===== config.mk =====
export PLATFORM = sky130hd
export DESIGN_NAME = cfg_stream_parser
export DESIGN_NICKNAME = d
export VERILOG_FILES = /design/src/rtl/cfgp_pkg.sv /design/src/rtl/cfgp_crc16.sv /design/src/rtl/cfgp_sync_hunt.sv /design/src/rtl/cfg_stream_parser.sv
export SDC_FILE = /design/constraint.sdc
export NUM_CORES = 1
export LEC_CHECK = 0
export ABC_AREA = 1
export BUFFER_PORTS_ARGS = -buffer_cell sky130_fd_sc_hd__buf_4
export CAP_MARGIN = 40
export CORE_ASPECT_RATIO = 0.75
export CORE_MARGIN = 2
export CORE_UTILIZATION = 55
export CTS_CLUSTER_DIAMETER = 120
export CTS_CLUSTER_SIZE = 30
export DETAILED_ROUTE_END_ITERATION = 10
export PLACE_DENSITY = 0.8
export SLEW_MARGIN = 40
export SYNTH_ARGS = -nofsm -noshare
export SYNTH_HDL_FRONTEND = slang
export SYNTH_SLANG_ARGS = --single-unit

===== constraint.sdc =====
create_clock -name clk -period 3.1 [get_ports clk]
set_input_delay 0.31 -clock clk [delete_from_list [all_inputs] [get_ports clk]]
set_output_delay 0.31 -clock clk [all_outputs]
set_load 0.1 [all_outputs]

===== src/rtl/cfgp_pkg.sv =====
package cfgp_pkg;

  typedef enum logic [3:0] {
    ST_HUNT  = 4'd0,
    ST_OPC   = 4'd1,
    ST_INFO  = 4'd2,
    ST_PAY   = 4'd3,
    ST_CCRC  = 4'd4,
    ST_FDATA = 4'd5,
    ST_FCRC  = 4'd6,
    ST_GAP   = 4'd7,
    ST_ECRC  = 4'd8
  } pst_e;

  localparam logic [7:0] OP_PAD      = 8'hFF;
  localparam logic [7:0] OP_IDCHK    = 8'hE2;
  localparam logic [7:0] OP_DICT     = 8'h02;
  localparam logic [7:0] OP_CTL0     = 8'h22;
  localparam logic [7:0] OP_FACLR    = 8'h46;
  localparam logic [7:0] OP_FALD     = 8'hB4;
  localparam logic [7:0] OP_UCODE    = 8'hC2;
  localparam logic [7:0] OP_SECURE   = 8'hCE;
  localparam logic [7:0] OP_DONE     = 8'h5E;
  localparam logic [7:0] OP_CRCRST   = 8'h3B;
  localparam logic [7:0] OP_PROG_RAW = 8'h82;
  localparam logic [7:0] OP_PROG_CMP = 8'hB8;

  typedef struct packed {
    logic        crc_en;
    logic        crc_end;
    logic        pad_bits;
    logic        pad_byte;
    logic [3:0]  gap;
    logic [15:0] nframes;
  } setup_t;

  function automatic logic op_known(input logic [7:0] op);
    case (op)
      OP_IDCHK, OP_DICT, OP_CTL0, OP_FACLR, OP_FALD, OP_UCODE,
      OP_SECURE, OP_DONE, OP_CRCRST, OP_PROG_RAW, OP_PROG_CMP: op_known = 1'b1;
      default: op_known = 1'b0;
    endcase
  endfunction

  function automatic logic op_is_prog(input logic [7:0] op);
    op_is_prog = (op == OP_PROG_RAW) || (op == OP_PROG_CMP);
  endfunction

  function automatic logic [3:0] op_pay_len(input logic [7:0] op);
    case (op)
      OP_IDCHK, OP_CTL0, OP_FALD, OP_UCODE: op_pay_len = 4'd4;
      OP_DICT:                              op_pay_len = 4'd8;
      default:                              op_pay_len = 4'd0;
    endcase
  endfunction

endpackage


===== src/rtl/cfgp_crc16.sv =====
module cfgp_crc16 #(
  parameter int          CW   = 16,
  parameter logic [15:0] POLY = 16'h8005
) (
  input  logic          clk,
  input  logic          rst_n,
  input  logic          clr,
  input  logic          feed,
  input  logic [7:0]    din,
  output logic [CW-1:0] crc
);

  logic [CW-1:0] crc_q, crc_d;

  function automatic logic [CW-1:0] step_byte(input logic [CW-1:0] c,
                                              input logic [7:0] d);
    logic [CW-1:0] r;
    logic          fbk;
    r = c;
    for (int i = 7; i >= 0; i--) begin
      fbk = r[CW-1] ^ d[i];
      r   = {r[CW-2:0], 1'b0};
      if (fbk) r = r ^ POLY[CW-1:0];
    end
    return r;
  endfunction

  always_comb begin
    crc_d = crc_q;
    if (clr)       crc_d = '0;
    else if (feed) crc_d = step_byte(crc_q, din);
  end

  always_ff @(posedge clk or negedge rst_n) begin
    if (!rst_n) crc_q <= '0;
    else        crc_q <= crc_d;
  end

  assign crc = crc_q;


  crc_clear_chk: assert property (@(posedge clk) disable iff (!rst_n)
    clr |=> (crc == '0));

endmodule


===== src/rtl/cfgp_sync_hunt.sv =====
module cfgp_sync_hunt #(
  parameter logic [31:0] SYNC = 32'hFFFF_BDB3
) (
  input  logic       clk,
  input  logic       rst_n,
  input  logic       en,
  input  logic [7:0] din,
  output logic       sync_hit
);

  logic [23:0] hist_q, hist_d;
  logic [1:0]  cnt_q, cnt_d;
  logic        cmt_q, cmt_d;

  always_comb begin
    hist_d   = hist_q;
    cnt_d    = cnt_q;
    cmt_d    = cmt_q;
    sync_hit = 1'b0;
    if (en) begin
      if (cmt_q) begin
        if ((cnt_q != 2'd0) && (hist_q[7:0] == 8'h00) && (din == 8'hFF)) begin
          cmt_d = 1'b0;
          cnt_d = 2'd0;
        end else begin
          hist_d = {hist_q[15:0], din};
          cnt_d  = (cnt_q == 2'd3) ? 2'd3 : cnt_q + 2'd1;
        end
      end else if ((cnt_q == 2'd3) && ({hist_q, din} == SYNC)) begin
        sync_hit = 1'b1;
        cnt_d    = 2'd0;
      end else if ((cnt_q != 2'd0) && (hist_q[7:0] == 8'hFF) && (din == 8'h00)) begin
        cmt_d = 1'b1;
        cnt_d = 2'd0;
      end else begin
        hist_d = {hist_q[15:0], din};
        cnt_d  = (cnt_q == 2'd3) ? 2'd3 : cnt_q + 2'd1;
      end
    end
  end

  always_ff @(posedge clk or negedge rst_n) begin
    if (!rst_n) begin
      hist_q <= '0;
      cnt_q  <= '0;
      cmt_q  <= 1'b0;
    end else if (en) begin
      hist_q <= hist_d;
      cnt_q  <= cnt_d;
      cmt_q  <= cmt_d;
    end
  end


  cmt_no_sync_chk: assert property (@(posedge clk) disable iff (!rst_n)
    (en && cmt_q) |-> !sync_hit);

endmodule


===== src/rtl/cfg_stream_parser.sv =====
module cfg_stream_parser
  import cfgp_pkg::*;
#(
  parameter int          FRAME_BYTES = 8,
  parameter logic [31:0] DEV_ID      = 32'h1234_5A5A,
  parameter logic [15:0] CRC_POLY    = 16'h8005
) (
  input  logic        clk,
  input  logic        rst_n,
  input  logic        in_valid,
  input  logic [7:0]  in_data,
  output logic        in_ready,
  output logic        fr_valid,
  output logic [7:0]  fr_data,
  output logic [15:0] fr_index,
  input  logic        fr_ready,
  output logic        dict_we,
  output logic [2:0]  dict_idx,
  output logic [7:0]  dict_data,
  output logic [31:0] ctrl0,
  output logic [31:0] frame_addr,
  output logic [31:0] usercode,
  output logic        secure,
  output logic        done,
  output logic        prog_start,
  output logic        prog_compressed,
  output logic        prog_crc_en,
  output logic        prog_crc_end,
  output logic        prog_pad_bits,
  output logic        prog_pad_byte,
  output logic [3:0]  prog_gap,
  output logic [15:0] prog_nframes,
  output logic        err_crc,
  output logic        err_id,
  output logic        err_opcode
);

  localparam int MAXC = (FRAME_BYTES > 16) ? FRAME_BYTES : 16;
  localparam int CW   = $clog2(MAXC) + 1;
  localparam logic [CW-1:0] FB_LAST = CW'(FRAME_BYTES - 1);

  pst_e        state_q, state_d;
  logic [7:0]  op_q, op_d;
  logic [15:0] info_q, info_d;
  logic        cflag_q, cflag_d;
  logic [23:0] pay_q, pay_d;
  logic [CW-1:0] cnt_q, cnt_d;
  logic [15:0] frm_q, frm_d;
  logic [7:0]  crchi_q, crchi_d;
  setup_t      setup_q, setup_d;
  logic        cmp_q, cmp_d;
  logic        pstart_q, pstart_d;
  logic        dwe_q, dwe_d;
  logic [2:0]  didx_q, didx_d;
  logic [7:0]  ddat_q, ddat_d;
  logic [31:0] ctrl0_q, ctrl0_d, fa_q, fa_d, uc_q, uc_d;
  logic        sec_q, sec_d, done_q, done_d;
  logic        ecrc_q, ecrc_d, eid_q, eid_d, eop_q, eop_d;

  logic        acc;
  logic        hunt_en;
  logic        sync_hit;
  logic        crc_feed, crc_clr;
  logic [15:0] crc_val;

  assign in_ready = (state_q == ST_FDATA) ? fr_ready : 1'b1;
  assign acc      = in_valid && in_ready;
  assign hunt_en  = acc && (state_q == ST_HUNT);
  assign fr_valid = in_valid && (state_q == ST_FDATA);
  assign fr_data  = in_data;
  assign fr_index = frm_q;

  cfgp_sync_hunt u_hunt (
    .clk      (clk),
    .rst_n    (rst_n),
    .en       (hunt_en),
    .din      (in_data),
    .sync_hit (sync_hit)
  );

  cfgp_crc16 #(.CW(16), .POLY(CRC_POLY)) u_crc (
    .clk   (clk),
    .rst_n (rst_n),
    .clr   (crc_clr),
    .feed  (crc_feed),
    .din   (in_data),
    .crc   (crc_val)
  );

  always_comb begin
    logic        go_gap, go_next, exec, chk_lo, cflag_now;
    logic [31:0] word;
    logic [3:0]  plen;
    setup_t      su;

    state_d  = state_q;
    op_d     = op_q;
    info_d   = info_q;
    cflag_d  = cflag_q;
    pay_d    = pay_q;
    cnt_d    = cnt_q;
    frm_d    = frm_q;
    crchi_d  = crchi_q;
    setup_d  = setup_q;
    cmp_d    = cmp_q;
    pstart_d = 1'b0;
    dwe_d    = 1'b0;
    didx_d   = didx_q;
    ddat_d   = ddat_q;
    ctrl0_d  = ctrl0_q;
    fa_d     = fa_q;
    uc_d     = uc_q;
    sec_d    = sec_q;
    done_d   = done_q;
    ecrc_d   = ecrc_q;
    eid_d    = eid_q;
    eop_d    = eop_q;
    crc_feed = 1'b0;
    crc_clr  = 1'b0;
    go_gap   = 1'b0;
    go_next  = 1'b0;
    exec     = 1'b0;
    chk_lo   = 1'b0;
    word     = {pay_q, in_data};
    plen     = op_pay_len(op_q);
    su       = {info_q, in_data};
    cflag_now = (state_q == ST_INFO) ? info_q[15] : cflag_q;

    if (acc) begin
      case (state_q)
        ST_HUNT: begin
          if (sync_hit) state_d = ST_OPC;
        end
        ST_OPC: begin
          if (in_data != OP_PAD) begin
            if (op_known(in_data)) begin
              crc_feed = 1'b1;
              op_d     = in_data;
              cnt_d    = '0;
              state_d  = ST_INFO;
            end else begin
              eop_d   = 1'b1;
              state_d = ST_HUNT;
            end
          end
        end
        ST_INFO: begin
          crc_feed = 1'b1;
          info_d   = {info_q[7:0], in_data};
          cnt_d    = cnt_q + CW'(1);
          if (cnt_q == CW'(2)) begin
            cflag_d = info_q[15];
            cnt_d   = '0;
            if (op_is_prog(op_q)) begin
              setup_d  = su;
              cmp_d    = (op_q == OP_PROG_CMP);
              pstart_d = 1'b1;
              frm_d    = '0;
              if (su.nframes == 16'd0) begin
                if (su.crc_en && su.crc_end) state_d = ST_ECRC;
                else begin
                  crc_clr = 1'b1;
                  state_d = ST_OPC;
                end
              end else begin
                state_d = ST_FDATA;
              end
            end else if (plen == 4'd0) begin
              exec = 1'b1;
            end else begin
              state_d = ST_PAY;
            end
          end
        end
        ST_PAY: begin
          crc_feed = 1'b1;
          pay_d    = {pay_q[15:0], in_data};
          cnt_d    = cnt_q + CW'(1);
          if (op_q == OP_DICT) begin
            dwe_d  = 1'b1;
            didx_d = ~cnt_q[2:0];
            ddat_d = in_data;
          end
          if (cnt_q == CW'(plen) - CW'(1)) exec = 1'b1;
        end
        ST_CCRC, ST_FCRC, ST_ECRC: begin
          if (cnt_q == '0) begin
            crchi_d = in_data;
            cnt_d   = CW'(1);
          end else begin
            chk_lo = 1'b1;
            cnt_d  = '0;
            if (state_q == ST_FCRC) begin
              go_gap = 1'b1;
            end else begin
              if ((state_q == ST_ECRC) || (op_q == OP_CRCRST)) crc_clr = 1'b1;
              state_d = ST_OPC;
            end
          end
        end
        ST_FDATA: begin
          crc_feed = 1'b1;
          cnt_d    = cnt_q + CW'(1);
          if (cnt_q == FB_LAST) begin
            cnt_d = '0;
            if (setup_q.crc_en && !setup_q.crc_end) state_d = ST_FCRC;
            else go_gap = 1'b1;
          end
        end
        ST_GAP: begin
          cnt_d = cnt_q + CW'(1);
          if (cnt_q == CW'(setup_q.gap) - CW'(1)) go_next = 1'b1;
        end
        default: state_d = ST_HUNT;
      endcase
    end

    if (chk_lo && ({crchi_q, in_data} != crc_val)) ecrc_d = 1'b1;

    if (exec) begin
      case (op_q)
        OP_IDCHK:  if (word != DEV_ID) eid_d = 1'b1;
        OP_CTL0:   ctrl0_d = word;
        OP_FALD:   fa_d    = word;
        OP_UCODE:  uc_d    = word;
        OP_FACLR:  fa_d    = '0;
        OP_SECURE: sec_d   = 1'b1;
        OP_DONE:   done_d  = 1'b1;
        default: ;
      endcase
      cnt_d = '0;
      if (cflag_now) begin
        state_d = ST_CCRC;
      end else begin
        if (op_q == OP_CRCRST) crc_clr = 1'b1;
        state_d = ST_OPC;
      end
    end

    if (go_gap) begin
      cnt_d = '0;
      if (setup_q.gap != 4'd0) state_d = ST_GAP;
      else go_next = 1'b1;
    end

    if (go_next) begin
      cnt_d = '0;
      if (frm_q == setup_q.nframes - 16'd1) begin
        if (setup_q.crc_en && setup_q.crc_end) state_d = ST_ECRC;
        else begin
          crc_clr = 1'b1;
          state_d = ST_OPC;
        end
      end else begin
        frm_d   = frm_q + 16'd1;
        state_d = ST_FDATA;
      end
    end
  end

  always_ff @(posedge clk or negedge rst_n) begin
    if (!rst_n) begin
      state_q  <= ST_HUNT;
      op_q     <= '0;
      info_q   <= '0;
      cflag_q  <= 1'b0;
      pay_q    <= '0;
      cnt_q    <= '0;
      frm_q    <= '0;
      crchi_q  <= '0;
      setup_q  <= '0;
      cmp_q    <= 1'b0;
      pstart_q <= 1'b0;
      dwe_q    <= 1'b0;
      didx_q   <= '0;
      ddat_q   <= '0;
      ctrl0_q  <= '0;
      fa_q     <= '0;
      uc_q     <= '0;
      sec_q    <= 1'b0;
      done_q   <= 1'b0;
      ecrc_q   <= 1'b0;
      eid_q    <= 1'b0;
      eop_q    <= 1'b0;
    end else begin
      pstart_q <= pstart_d;
      dwe_q    <= dwe_d;
      if (acc) begin
        state_q  <= state_d;
        op_q     <= op_d;
        info_q   <= info_d;
        cflag_q  <= cflag_d;
        pay_q    <= pay_d;
        cnt_q    <= cnt_d;
        frm_q    <= frm_d;
        crchi_q  <= crchi_d;
        setup_q  <= setup_d;
        cmp_q    <= cmp_d;
        didx_q   <= didx_d;
        ddat_q   <= ddat_d;
        ctrl0_q  <= ctrl0_d;
        fa_q     <= fa_d;
        uc_q     <= uc_d;
        sec_q    <= sec_d;
        done_q   <= done_d;
        ecrc_q   <= ecrc_d;
        eid_q    <= eid_d;
        eop_q    <= eop_d;
      end
    end
  end

  assign dict_we         = dwe_q;
  assign dict_idx        = didx_q;
  assign dict_data       = ddat_q;
  assign ctrl0           = ctrl0_q;
  assign frame_addr      = fa_q;
  assign usercode        = uc_q;
  assign secure          = sec_q;
  assign done            = done_q;
  assign prog_start      = pstart_q;
  assign prog_compressed = cmp_q;
  assign prog_crc_en     = setup_q.crc_en;
  assign prog_crc_end    = setup_q.crc_end;
  assign prog_pad_bits   = setup_q.pad_bits;
  assign prog_pad_byte   = setup_q.pad_byte;
  assign prog_gap        = setup_q.gap;
  assign prog_nframes    = setup_q.nframes;
  assign err_crc         = ecrc_q;
  assign err_id          = eid_q;
  assign err_opcode      = eop_q;


  err_crc_sticky_chk: assert property (@(posedge clk) disable iff (!rst_n)
    err_crc |=> err_crc);


  err_id_sticky_chk: assert property (@(posedge clk) disable iff (!rst_n)
    err_id |=> err_id);


  done_sticky_chk: assert property (@(posedge clk) disable iff (!rst_n)
    done |=> done);


  prog_pulse_chk: assert property (@(posedge clk) disable iff (!rst_n)
    prog_start |=> !prog_start);


  frame_index_chk: assert property (@(posedge clk) disable iff (!rst_n)
    fr_valid |-> (fr_index < prog_nframes));


  dict_order_chk: assert property (@(posedge clk) disable iff (!rst_n)
    (dict_we && $past(dict_we)) |-> (dict_idx == $past(dict_idx) - 3'd1));

endmodule


======== Yosys cells after proc, flatten, opt, wreduce, memory -nomap -nowiden ========
Index checks and enable logic that the tools add are counted.
word-level totals
  flip-flop bits (word level) ............. 264
  latch bits .............................. 0
  RAM bits ................................ 0
  ROM bits ................................ 0
  input bits .............................. 12
  output and inout bits ................... 165
  logic and storage cells ................. 278
  memories kept ........................... 0
operators by class
  $add $sub $neg .......................... 6
  multipliers ............................. 0
  divide/modulo/power cells ............... 0
  order comparisons ....................... 0
  eq/ne operators ......................... 47
  shift-type cells ........................ 0
  multiplexer cells ....................... 128
  bitwise logic cells ..................... 18
  reductions and logical operators ........ 48
operator list
  operator                                                               number
  16-bit 2-to-1 mux                                                      29
  8-bit == test (second input constant)                                  14
  24-bit 2-to-1 mux                                                      4
  4-bit 2-to-1 mux                                                       17
  32-bit one-hot mux with 2 select lines                                 1
  1-bit 2-to-1 mux                                                       56
  5-bit 2-to-1 mux                                                       7
  32-bit == test (second input constant)                                 1
  8-bit by 6-bit == test with 1-bit output (second input constant)       4
  8-bit by 7-bit == test with 1-bit output (second input constant)       4
  32-bit by 29-bit != test with 1-bit output (second input constant)     1
  3-bit inverter                                                         9
  5-bit one-hot mux with 5 select lines                                  1
  4-bit one-hot mux with 6 select lines                                  1
  3-bit AND reduction                                                    8
  4-bit AND reduction                                                    6
  16-bit by 1-bit adder with 16-bit output (second input constant)       1
  16-bit == test                                                         1
  4-bit by 3-bit == test with 1-bit output (second input constant)       4
  8-bit by 2-bit == test with 1-bit output (second input constant)       2
  16-bit logical NOT                                                     1
  8-bit logical NOT                                                      2
  16-bit != test                                                         1
  16-bit by 1-bit subtractor with 16-bit output (second input constant)  1
  other kinds (33)                                                       71

======== Longest topological paths before layout ========
  depth in word-level cells ............... 42
  mapped depth ............................ 20
  gate-level depth less buffers ........... 19

======== Hierarchy ========
Synthesis repeated with hierarchy kept, for this count alone.
second synthesis, totals
  cells, all modules ...................... 1,618
  area, all modules ....................... 13,406.6 um^2
modules (own cells, without submodules)
  module             times used  cells an instance  area an instance (um^2)
  cfg_stream_parser  1           1,317              10,933.0
  cfgp_sync_hunt     1           182                1,443.9
  cfgp_crc16         1           119                1,029.7

======== Worst setup path before layout ========
No wires, ideal clock.
  path kind ............................... reg-to-reg
  start ................................... reg setup_q (netlist bit prog_nframes[0])
  end ..................................... reg u_crc.crc_q[13] (netlist: u_crc.crc[13])
  arrival ................................. 2,925 ps
  required time ........................... 2,983 ps
  slack ................................... 58 ps
  cell stages (with the launch flop) ...... 18
  path through ............................ dfrtp_1 inv_1 ha_1 inv_1 nand2_1 nand3_1 nand3_1 nor2_1 nand3_1 nor2_1 nand4_1 nor2_1 nand3_4 nand2_2 nor2_4 buf_6 nand2_1 nand2_1
between the ends
  longest elaborated chain between the ends .. 5
  elaborated cells between the ends (all ways) .. 6
  those cells by class .................... 1 x add/sub; 1 x eq/ne; 3 x mux; 1 x reduce/logical
RTL lines
  element                                                         RTL line                  source
  start: declaration                                              cfg_stream_parser.sv:50   setup_t setup_q, setup_d;
  start signal: assignment                                        cfg_stream_parser.sv:297  setup_q <= setup_d;
  16-bit by 1-bit subtractor with 16-bit output *                 cfg_stream_parser.sv:248  if (frm_q == setup_q.nframes - 16'd1) begin
  16-bit == test *                                                cfg_stream_parser.sv:248
  1-bit 2-to-1 mux *                                              cfg_stream_parser.sv:248
  1-bit 2-to-1 mux *                                              cfg_stream_parser.sv:246  if (go_next) begin
  16-bit 2-to-1 mux / 2-bit nonzero test (equally long branches)  -
  end signal: assignment                                          cfgp_crc16.sv:36          else crc_q <= crc_d;
  end: declaration                                                cfgp_crc16.sv:13          logic [CW-1:0] crc_q, crc_d;
Mark *: on every way between the ends. The rest lies on a longest branch, timed or not.
A chain may end at the register's enable or synchronous reset.

======== Worst setup path in the final report ========
  start ................................... reg op_q[6]
  end ..................................... reg u_crc.crc_q[8] (netlist: u_crc.crc[8])
between the ends
  longest elaborated chain between the ends .. 14
  elaborated cells between the ends (all ways) .. 36
  those cells by class .................... 1 x add/sub; 9 x eq/ne; 21 x mux; 5 x reduce/logical
RTL lines
  element                                                                                              RTL line                  source
  start: declaration                                                                                   cfg_stream_parser.sv:43   logic [7:0] op_q, op_d;
  start signal: assignment                                                                             cfg_stream_parser.sv:290  op_q <= op_d;
  parallel branches: the longest is 9 deep, another holds 4-bit by 1-bit subtractor with 5-bit output  -
  1-bit 2-to-1 mux *                                                                                   cfg_stream_parser.sv:220  if (exec) begin
  1-bit 2-to-1 mux                                                                                     cfg_stream_parser.sv:249  if (setup_q.crc_en && setup_q.crc_end) state_d = ST_ECRC;
  1-bit 2-to-1 mux                                                                                     cfg_stream_parser.sv:248
  1-bit 2-to-1 mux *                                                                                   cfg_stream_parser.sv:246
  16-bit 2-to-1 mux / 2-bit nonzero test (equally long branches)                                       -
Every way passes the cells marked *.

==> run summary <==
Outcome: completed
Iter 0 DRT Violations: 1395
Met2 routed WL: 15.04 mm
Worst R2R End: u_crc.crc[8]
Startpoint types: flop
TritonCTS buffer count: 12
Final Worst Setup Slack: 0.1354 ns
Place WS: 0.07954 ns
Routed wire length per instance: 17.77 um
GPL Wtd Cong: 0.9733
Clk_skew: 0.02399 ns
Die ar.: 24230 sq um
Area delta synth->final: 17.15%
ANT nets after route: 0
Root buffer cell: clkbuf_16
Sequential area share after synthesis: 0.5225
Drt first pass iters: 8
Mean post-synth cell area: 8.247 sq um
Fill count: 1888
Critical path endpoint: u_crc.crc[8]
Core Area: 22760 sq um
Count of different cell masters after synthesis: 49
Number of global-route vias before repair: 10255
Routed vias: 11198
ANT cells: 0
Final hold vios: 0
Fin crit share: 0.9563
#FFs+latches synth: 264
Top layer reached by signal wires: met4
CP Class: flop to flop
Synth async-reset ratio: 1.000
FP Rows: 48
Max cap viols: 0
Yosys warns: 0
DRC viols: 0
Max-Slew Margin vs Limit: 0.4961
GRT overflow: 0
First-pass GRT wire length: 56.15 mm
PwrDens: 667.2 nW/um^2
Post-Syn Nets: 1553
Crit. Startpoint: op_q[6]
Post-synth EDFFs: 0
Port Buffers: 176
Met3 wire len: 3.100 mm
Multi-input logic area: 5174 sq um
Min Hold Slack: 0.1719 ns
Metal1 wirelength: 16.56 mm
Worst-path clk slew: 0.13 ns
Initial Utilization: 0.5555
Most common flop cell mapped by yosys: dfrtp_1
Peak VDD IR: 0.4911 mV
Fmax: 337.3 MHz
Initial antenna violation count: 0
Vias per inst: 5.593
Leakage: 7.306 nW
Largest buffer count on any clock path: 3
Final WL: 35.57 mm
CTS tree: built
Largest net degree at the start of global routing: 88
Worst-path maximum fanout: 13
Min-Delay Path Class: input port to flop
Crit path DAT: 3.36 ns
Reg-to-Reg Start: op_q[6]
FF/Latch Area: 6608 sq um
Clk_lat worst skew: 0.51 ns
Cells on worst reg2reg path: 21
Worst-Margin Slew: 0.7557 ns
Fin nets: 1722
Cells after Synth: 1533
Share of cells above drive strength 1: 0.1622
Critical Path End Type: flop
Die Y: 135.3 um
Global Route Usage Sum: 0.2949
H-tree depth: 1
Post-detail-place hpwl: 25.64 mm
Slew Limit Fails: 0
Tmin final: 2.965 ns
Clock sink count: 264
I/O Pins: 177
CP required: 3.50 ns
Final setup viols: 0
Netlist Area Pre-Place: 12640 sq um
Die width: 179.1 um
Flop2flop setup slack: 0.14 ns
[stage by stage]
stage / total power [W] / instance area (sq um) / cells / utilization / setup TNS (ns)
after detailed placement: 0.008006 / 14310 / 1976 / 0.6286 / 0
after CTS: 0.009833 / 14650 / 1991 / 0.6437 / 0
after global routing: 0.01045 / 14810 / 2002 / 0.6507 / -1.715
final: 0.009883 / 14810 / 2002 / 0.6507 / 0
after global placement: 0.007883 / 14310 / 1976 / 0.6286 / 0
after floorplan: 0.007070 / 12640 / 1533 / - / 0
[layout make-up]
| class | instances | area share |
|---|---|---|
| tap | 300 | 0.02534 |
| clock inverter | 1 | 0.0005913 |
| sequential | 264 | 0.4461 |
| multi-input combinational | 1048 | 0.3493 |
| inverter | 157 | 0.03979 |
| timing repair buffer | 219 | 0.1169 |
| clock buffer | 13 | 0.02196 |
[synthesized netlist by cell type (3+ instances only)]
| cell type | instances | area (sq um) |
|---|---|---|
| xnor2_1 | 27 | 236.5 |
| nor2_1 | 112 | 420.4 |
| buf_2 | 19 | 95.09 |
| nand4_1 | 45 | 281.5 |
| nand2_2 | 6 | 37.54 |
| nor4_1 | 10 | 62.56 |
| nand2_1 | 426 | 1599 |
| ha_1 | 8 | 100.1 |
| xor2_1 | 32 | 280.3 |
| o22ai_1 | 12 | 75.07 |
| o31ai_1 | 3 | 22.52 |
| clkbuf_1 | 34 | 127.6 |
| nor3_1 | 11 | 55.05 |
| a21oi_1 | 26 | 130.1 |
| a22oi_1 | 3 | 22.52 |
| inv_2 | 6 | 22.52 |
| nand3_1 | 71 | 355.3 |
| o21ai_0 | 203 | 1016 |
| inv_1 | 149 | 559.3 |
| o21ai_1 | 10 | 50.05 |
| mux2_2 | 6 | 67.56 |
| o211ai_1 | 3 | 22.52 |
| buf_4 | 9 | 67.56 |
| nor2_4 | 4 | 45.04 |
| or2_2 | 3 | 18.77 |
| dfrtp_1 | 264 | 6606 |
[registers in the layout (all words and copies together) (netlist names), 3 cells and up]
name	count
ctrl0	32
cnt_q	5
dict_data	8
pay_q	24
u_hunt.hist_q	24
frame_addr	32
prog_nframes	16
op_q	8
fr_index	16
usercode	32
u_crc.crc	16
crchi_q	8
prog_gap	4
dict_idx	3
info_q	16
state_q	4
[power by group]
| part | switching, W | total [W] | internal (W) | leakage, nW |
|---|---|---|---|---|
| clock network | 0.00108 | 0.00184 | 0.000765 | 0.164 |
| registers | 0.000601 | 0.00462 | 0.00402 | 3.47 |
| logic | 0.00239 | 0.00342 | 0.00103 | 3.67 |
[logic make-up after synthesis]
kind of cell / Yosys count / share of synthesized area
and+or+nand+nor: 696 / 0.2330
xor gates and xnor gates: 59 / 0.04087
muxes: 7 / 0.006135
DFF: 264 / 0.5225
AOI/OAI and AO/OA: 277 / 0.1180
adders and majority gates: 8 / 0.007917
buffers and inverters: 222 / 0.07165
[how the worst min path moves through the flow]
stage / start / to / slack, ns / depth (start not counted)
final: in_data[3] / prog_nframes[3] / 0.17 / 3
after global routing: in_data[7] / prog_nframes[7] / 0.16 / 3
after CTS: in_data[7] / prog_nframes[7] / 0.16 / 3
after detailed placement: rst_n / u_crc.crc[0] / 0.28 / 1
after global placement: rst_n / fr_index[1] / 0.28 / 1
after floorplan: rst_n / cflag_q / 0.01 / 0
[worst max-delay path, cell delays in order (launching register included)]
cell	delay (ns)
dfrtp_2	0.46
inv_1	0.09
nand2_1	0.08
nor2_2	0.12
nand2_1	0.08
nor2_1	0.12
nor2_1	0.06
nand2_1	0.09
inv_1	0.06
ha_1	0.30
nand2_1	0.08
nand4_1	0.11
a211oi_2	0.18
nand3_2	0.12
a21oi_4	0.20
buf_4	0.15
a21oi_4	0.08
nand2_2	0.12
nor2_4	0.05
buf_12	0.17
nand2_1	0.07
nand2_1	0.06
[placed cells by master (no fill, tap or decap), types with 13 or more instances in the layout]
master / n
xor2_1: 32
xnor2_1: 27
clkbuf_16: 13
nand3_1: 70
a21oi_1: 26
nand2_1: 425
o21ai_0: 203
dfrtp_1: 263
inv_1: 149
nand4_1: 45
buf_4: 209
nor2_1: 108
[metal layers]
layer  up-vias  track usage
li1       5290            -
met1      5380       0.4725
met2       465       0.4145
met3        63      0.05022
met4         0      0.06911
met5         -            0
[repair_timing]
action / in CTS / in global routing
hold endpoints to repair: 56 / 0
setup endpoints to repair: 0 / 117
resized for setup: 0 / 15
hold buffers: 1 / 0
buffers inserted: 0 / 10
Power figures use the tool's default switching activity.
